`config.mk`:
```
export PLATFORM = sky130hd
export DESIGN_NAME = booth_seq_mult
export DESIGN_NICKNAME = d
export VERILOG_FILES = /design/src/rtl/booth_mult_pkg.sv /design/src/rtl/booth_recoder.sv /design/src/rtl/booth_step_dp.sv /design/src/rtl/booth_iter_counter.sv /design/src/rtl/booth_seq_mult.sv
export SDC_FILE = /design/constraint.sdc
export NUM_CORES = 1
export LEC_CHECK = 0
export BUFFER_PORTS_ARGS = -buffer_cell sky130_fd_sc_hd__buf_2
export CAP_MARGIN = 40
export CORE_UTILIZATION = 49
export CTS_CLUSTER_DIAMETER = 200
export DETAILED_ROUTE_END_ITERATION = 8
export HOLD_SLACK_MARGIN = 0.12
export PLACE_DENSITY = 0.82
export SKIP_CTS_REPAIR_TIMING = 1
export SLEW_MARGIN = 0
export SYNTH_ARGS = -nofsm -noshare
export SYNTH_HDL_FRONTEND = slang
export SYNTH_SLANG_ARGS = --single-unit
```
`constraint.sdc`:
```
create_clock -name clk -period 2.71 [get_ports clk]
set_input_delay 0.271 -clock clk [delete_from_list [all_inputs] [get_ports clk]]
set_output_delay 0.271 -clock clk [all_outputs]
set_load 0.01 [all_outputs]
```
`src/rtl/booth_mult_pkg.sv`:
```
package booth_mult_pkg;
    typedef enum logic [1:0] {
        ST_IDLE   = 2'd0,
        ST_RUN    = 2'd1,
        ST_FINISH = 2'd2
    } mult_state_t;

    typedef enum logic [1:0] {
        OP_ZERO = 2'd0,
        OP_ADD  = 2'd1,
        OP_SUB  = 2'd2
    } step_op_t;
endpackage

```
`src/rtl/booth_recoder.sv`:
```
module booth_recoder
    import booth_mult_pkg::*;
(
    input  logic     signed_mode,
    input  logic     cur_bit,
    input  logic     prev_bit,
    output step_op_t op
);
    always_comb begin
        if (signed_mode) begin
            unique case ({cur_bit, prev_bit})
                2'b01:   op = OP_ADD;
                2'b10:   op = OP_SUB;
                default: op = OP_ZERO;
            endcase
        end else begin
            op = cur_bit ? OP_ADD : OP_ZERO;
        end
    end

    // unsigned steps only add
    always_comb begin
        if (signed_mode == 1'b0)
            assert_unsigned_no_sub_R4: assert (op != OP_SUB);
    end
endmodule

```
`src/rtl/booth_step_dp.sv`:
```
module booth_step_dp
    import booth_mult_pkg::*;
#(
    parameter int WIDTH = 8
) (
    input  logic [WIDTH-1:0] acc,
    input  logic [WIDTH-1:0] mlr,
    input  logic [WIDTH-1:0] mcand,
    input  step_op_t         op,
    input  logic             signed_mode,
    output logic [WIDTH-1:0] acc_next,
    output logic [WIDTH-1:0] mlr_next
);
    localparam int EXT_W = WIDTH + 1;

    logic [EXT_W-1:0] acc_ext;
    logic [EXT_W-1:0] mcand_ext;
    logic [EXT_W-1:0] sum;

    always_comb begin
        acc_ext   = {signed_mode & acc[WIDTH-1], acc};
        mcand_ext = {signed_mode & mcand[WIDTH-1], mcand};
        unique case (op)
            OP_ADD:  sum = acc_ext + mcand_ext;
            OP_SUB:  sum = acc_ext - mcand_ext;
            default: sum = acc_ext;
        endcase
        acc_next = sum[EXT_W-1:1];
        mlr_next = {sum[0], mlr[WIDTH-1:1]};
    end
endmodule

```
`src/rtl/booth_iter_counter.sv`:
```
module booth_iter_counter #(
    parameter int WIDTH = 8
) (
    input  logic clk,
    input  logic rst_n,
    input  logic clear,
    input  logic step,
    output logic last
);
    localparam int CNT_W = (WIDTH > 2) ? $clog2(WIDTH) : 1;
    localparam logic [CNT_W-1:0] LAST_VAL = CNT_W'(WIDTH - 1);

    logic [CNT_W-1:0] cnt_q;

    always_ff @(posedge clk) begin
        if (!rst_n || clear)
            cnt_q <= '0;
        else if (step)
            cnt_q <= cnt_q + 1'b1;
    end

    assign last = (cnt_q == LAST_VAL);

    // the count advances by one each step until the last
    assert_count_step_R3: assert property (@(posedge clk) disable iff (!rst_n)
        (step && !clear && !last) |=> (cnt_q == $past(cnt_q) + 1'b1));
endmodule

```
`src/rtl/booth_seq_mult.sv`:
```
module booth_seq_mult
    import booth_mult_pkg::*;
#(
    parameter int WIDTH = 8
) (
    input  logic               clk,
    input  logic               rst_n,
    input  logic               start,
    input  logic               signed_mode,
    input  logic [WIDTH-1:0]   op_a,
    input  logic [WIDTH-1:0]   op_b,
    output logic               busy,
    output logic               done,
    output logic [2*WIDTH-1:0] product
);
    mult_state_t      state_q, state_d;
    logic [WIDTH-1:0] acc_q, mlr_q, mcand_q;
    logic             prev_q, sgn_q;
    logic [WIDTH-1:0] acc_nx, mlr_nx;
    step_op_t         op;
    logic             accept, stepping, last_step;

    assign accept   = start && (state_q != ST_RUN);
    assign stepping = (state_q == ST_RUN);

    booth_recoder u_rec (
        .signed_mode (sgn_q),
        .cur_bit     (mlr_q[0]),
        .prev_bit    (prev_q),
        .op          (op)
    );

    booth_step_dp #(.WIDTH(WIDTH)) u_dp (
        .acc         (acc_q),
        .mlr         (mlr_q),
        .mcand       (mcand_q),
        .op          (op),
        .signed_mode (sgn_q),
        .acc_next    (acc_nx),
        .mlr_next    (mlr_nx)
    );

    booth_iter_counter #(.WIDTH(WIDTH)) u_cnt (
        .clk   (clk),
        .rst_n (rst_n),
        .clear (accept),
        .step  (stepping),
        .last  (last_step)
    );

    // state register
    always_ff @(posedge clk) begin
        if (!rst_n) state_q <= ST_IDLE;
        else        state_q <= state_d;
    end

    // next-state logic
    always_comb begin
        state_d = state_q;
        unique case (state_q)
            ST_IDLE:   if (start) state_d = ST_RUN;
            ST_RUN:    if (last_step) state_d = ST_FINISH;
            ST_FINISH: state_d = start ? ST_RUN : ST_IDLE;
            default:   state_d = ST_IDLE;
        endcase
    end

    // outputs
    always_comb begin
        busy = (state_q == ST_RUN);
        done = (state_q == ST_FINISH);
    end

    // datapath registers
    always_ff @(posedge clk) begin
        if (!rst_n) begin
            acc_q   <= '0;
            mlr_q   <= '0;
            mcand_q <= '0;
            prev_q  <= 1'b0;
            sgn_q   <= 1'b0;
        end else if (accept) begin
            acc_q   <= '0;
            mlr_q   <= op_a;
            mcand_q <= op_b;
            prev_q  <= 1'b0;
            sgn_q   <= signed_mode;
        end else if (stepping) begin
            acc_q   <= acc_nx;
            mlr_q   <= mlr_nx;
            prev_q  <= mlr_q[0];
        end
    end

    assign product = {acc_q, mlr_q};

    // done is a single-cycle pulse, never with busy
    assert_done_pulse_R9: assert property (@(posedge clk) disable iff (!rst_n)
        done |=> !done);
    assert_done_not_busy_R9: assert property (@(posedge clk) disable iff (!rst_n)
        !(done && busy));
    // operands latched for a run do not change while busy
    assert_start_ignored_R7: assert property (@(posedge clk) disable iff (!rst_n)
        busy |=> ($stable(mcand_q) && $stable(sgn_q)));
    // product holds when no start is accepted outside a run
    assert_product_hold_R8: assert property (@(posedge clk) disable iff (!rst_n)
        (!busy && !start) |=> $stable(product));
    // an accepted start clears the accumulator
    assert_start_clears_R2: assert property (@(posedge clk) disable iff (!rst_n)
        (start && !busy) |=> (busy && acc_q == '0));
    // first signed step sees a zero previous bit
    assert_first_prev_zero_R5: assert property (@(posedge clk) disable iff (!rst_n)
        (start && !busy) |=> !prev_q);
endmodule

```
==> results.toml <==
[routing]
drt-pass1-iter-count = 4
drt-total-wl_um = 4420
num_vias = 1763
drc_errors = 0
ant_nets = 0
wl_per_cell_um = 13.9
drt_first_iter_violations = 106
via_per_inst = 5.53

[worst_setup_path]
critPathArrivalTime_ps = 2890
critPathRequiredTime_ps = 2930
startpoint_type = "flip-flop"
worstSetupEndpointType = "flip-flop"
path_max_fanout = 8
crit_type = "reg2reg"

[floorplan]
initial_core_util = 0.512
io_pins = 38
die_h_um = 64.1
core_um2 = 3690
die-area_um2 = 4110
dieWidth_um = 64.1
num_rows = 22

[clock_tree]
cts_htree_levels = 2
cts_tree = "done"
cts.sinks = 31
numCtsBuffers = 5
clock_latency_ps = 290
root_buffer = "clkbuf_8"
clockBufferDepth = 2
clk_pin_slew_ps = 70

[global_routing]
grt.total_usage = 0.226
grt-ovfl-total = 0
antenna_found_initial = 0
grt_pass1_vias = 1596
grt_pass1_wl_um = 6990
grt_max_degree = 25

[place]
dp_hpwl_um = 3050
place_congestion = 0.874
post_dp_cell_area_um2 = 2170
io_buffer_count = 37
pre_cts_ws_ps = -39.0

[power_and_ir_drop]
p_clk_frac = 0.271
combPwrFrac = 0.335
p_per_area_nw_per_um2 = 559
p_int_mw = 0.875
leakage_nw = 1.08
p_sw_frac = 0.330
seqPwrFrac = 0.394
switching_power_mw = 0.431
worst_ir_drop_vdd_mv = 0.432

[layout]
fin_util = 0.634
final_cell_area_um2 = 2340
nNetsFinal = 303
areaGrowthSynthToFinish_pct = 23.8
drive_above_1_share = 0.258
n_antenna_cell = 0

[logic_synthesis]
yosysUniqueCellTypes = 41
syn_avg_cell_area_um2 = 8.32
synthArstFlopShare = 0
syn-num-nets = 260
synth_common_cells = "nand2_1 (42), dfxtp_1 (31), a21oi_1 (18)"
synth_area_leaders = "dfxtp_1 (33%), nand2_1 (8.3%), ha_1 (8.0%)"
ys_seq_area_frac = 0.329
yosysTopAreaCell = "dfxtp_1"
synth_edf_count = 0
synthCells = 227
synth-main-ff-cell = "dfxtp_1"
syn_area_um2 = 1890
yosys.area.top_type_share = 0.329
yosys.cell_count.top_type = "nand2_1"
ys_ff_latch = 31
ys_warn_count = 0

[hold_path]
hold_path.class = "in2reg"

[status]
status = "finished, final reports clean"

[timing]
period_share = 0.986
setup_viol = 0
worstMarginPinSlew_ps = 585
final.setup.worst_slack_ps = 39.2
hold_viol_final = 0
max_freq_mhz = 374
relSlewSlack = 0.609
slew_violations = 0
period_minus_slack_ps = 2670
skew_ps = 7.86

[flow_run]
max_cap_viol_count = 0
[kinds of logic after synthesis]
kind of cell	Yosys count	share of synthesized area
adders and majority gates	13	0.0901
and+or+nand+nor	80	0.207
xor gates and xnor gates	11	0.0510
DFF	31	0.329
AOI/OAI and AO/OA	61	0.214
buffers and inverters	18	0.0398
muxes	13	0.0696
[registers in the layout (all words and copies together) (netlist names)]
signal,count
acc_q,8
mcand_q,8
mlr_q,8
u_cnt.cnt_q,3
state_q,2
prev_q,1
sgn_q,1
[cell usage in the layout, fill, tap and decap left out, types with 5 or more instances in the layout]
| cell type | netlist | final |
|---|---|---|
| nand2_1 | 42 | 42 |
| dfxtp_1 | 31 | 28 |
| nand2b_1 | 5 | 5 |
| xnor2_1 | 10 | 9 |
| clkbuf_8 | 0 | 5 |
| o211a_1 | 7 | 7 |
| buf_4 | 1 | 10 |
| a21oi_1 | 18 | 18 |
| mux2i_1 | 12 | 12 |
| o21ai_0 | 11 | 11 |
| buf_2 | 3 | 37 |
| a21boi_0 | 10 | 10 |
| inv_1 | 5 | 5 |
| nor2_1 | 12 | 12 |
| ha_1 | 12 | 10 |
[layer usage]
metal  GRT usage  wire length, um  vias to the layer above  share of wire
li1            -                -                      888              -
met1       0.270             1900                      822           0.43
met2       0.376             2230                       42           0.51
met3      0.0607              186                       11          0.042
met4      0.0994              105                        0          0.024
met5           0                0                        -              0
[worst max-delay path, cell delays in order (launching register included)]
cell	delay (ps)
dfxtp_4	370
nand2_1	60
mux2_4	280
ha_4	200
nor2_1	130
xnor2_1	130
ha_1	310
o21ai_0	240
a21oi_1	130
or4_1	480
and3_1	180
a21oi_1	110
[power by group through the flow]
stage | registers (mW) | clock network, mW | logic (mW)
after floorplan | 0.527 | 0 | 0.277
after global placement | 0.522 | 0 | 0.371
after detailed placement | 0.524 | 0 | 0.381
after CTS | 0.514 | 0.360 | 0.384
after global routing | 0.518 | 0.388 | 0.485
final | 0.514 | 0.354 | 0.438
[worst paths after layout]
check	from	to	slack (ps)	cells after the start
max	sgn_q$_SDFFE_PN0P_	acc_q[4]$_SDFFE_PP0P_	40	11
min	signed_mode	sgn_q$_SDFFE_PN0P_	230	3
max reg2reg	sgn_q$_SDFFE_PN0P_	acc_q[4]$_SDFFE_PP0P_	40	11
min reg2reg	u_cnt.cnt_q[1]$_SDFFE_PP0P_	u_cnt.cnt_q[1]$_SDFFE_PP0P_	460	2
[layout make-up]
class | instances | area [um2]
fill | 330 | 1350
multi-input combinational | 178 | 1270
sequential | 31 | 627
timing repair buffer | 48 | 272
clock buffer | 6 | 72.6
tap | 48 | 60.1
inverter | 6 | 22.5
clock inverter | 2 | 12.5
[per-stage QoR]
stage               hold WS (ps)  cells  power, mW  TNS (ps)
global placement             446    306      0.894         0
global route                 235    319       1.39      -168
finish                       229    319       1.31         0
CTS                          227    314       1.26     -41.7
detailed placement           458    306      0.905     -39.0
floorplan                    408    227      0.804     -3.73
(Power assumes the default switching activity.)
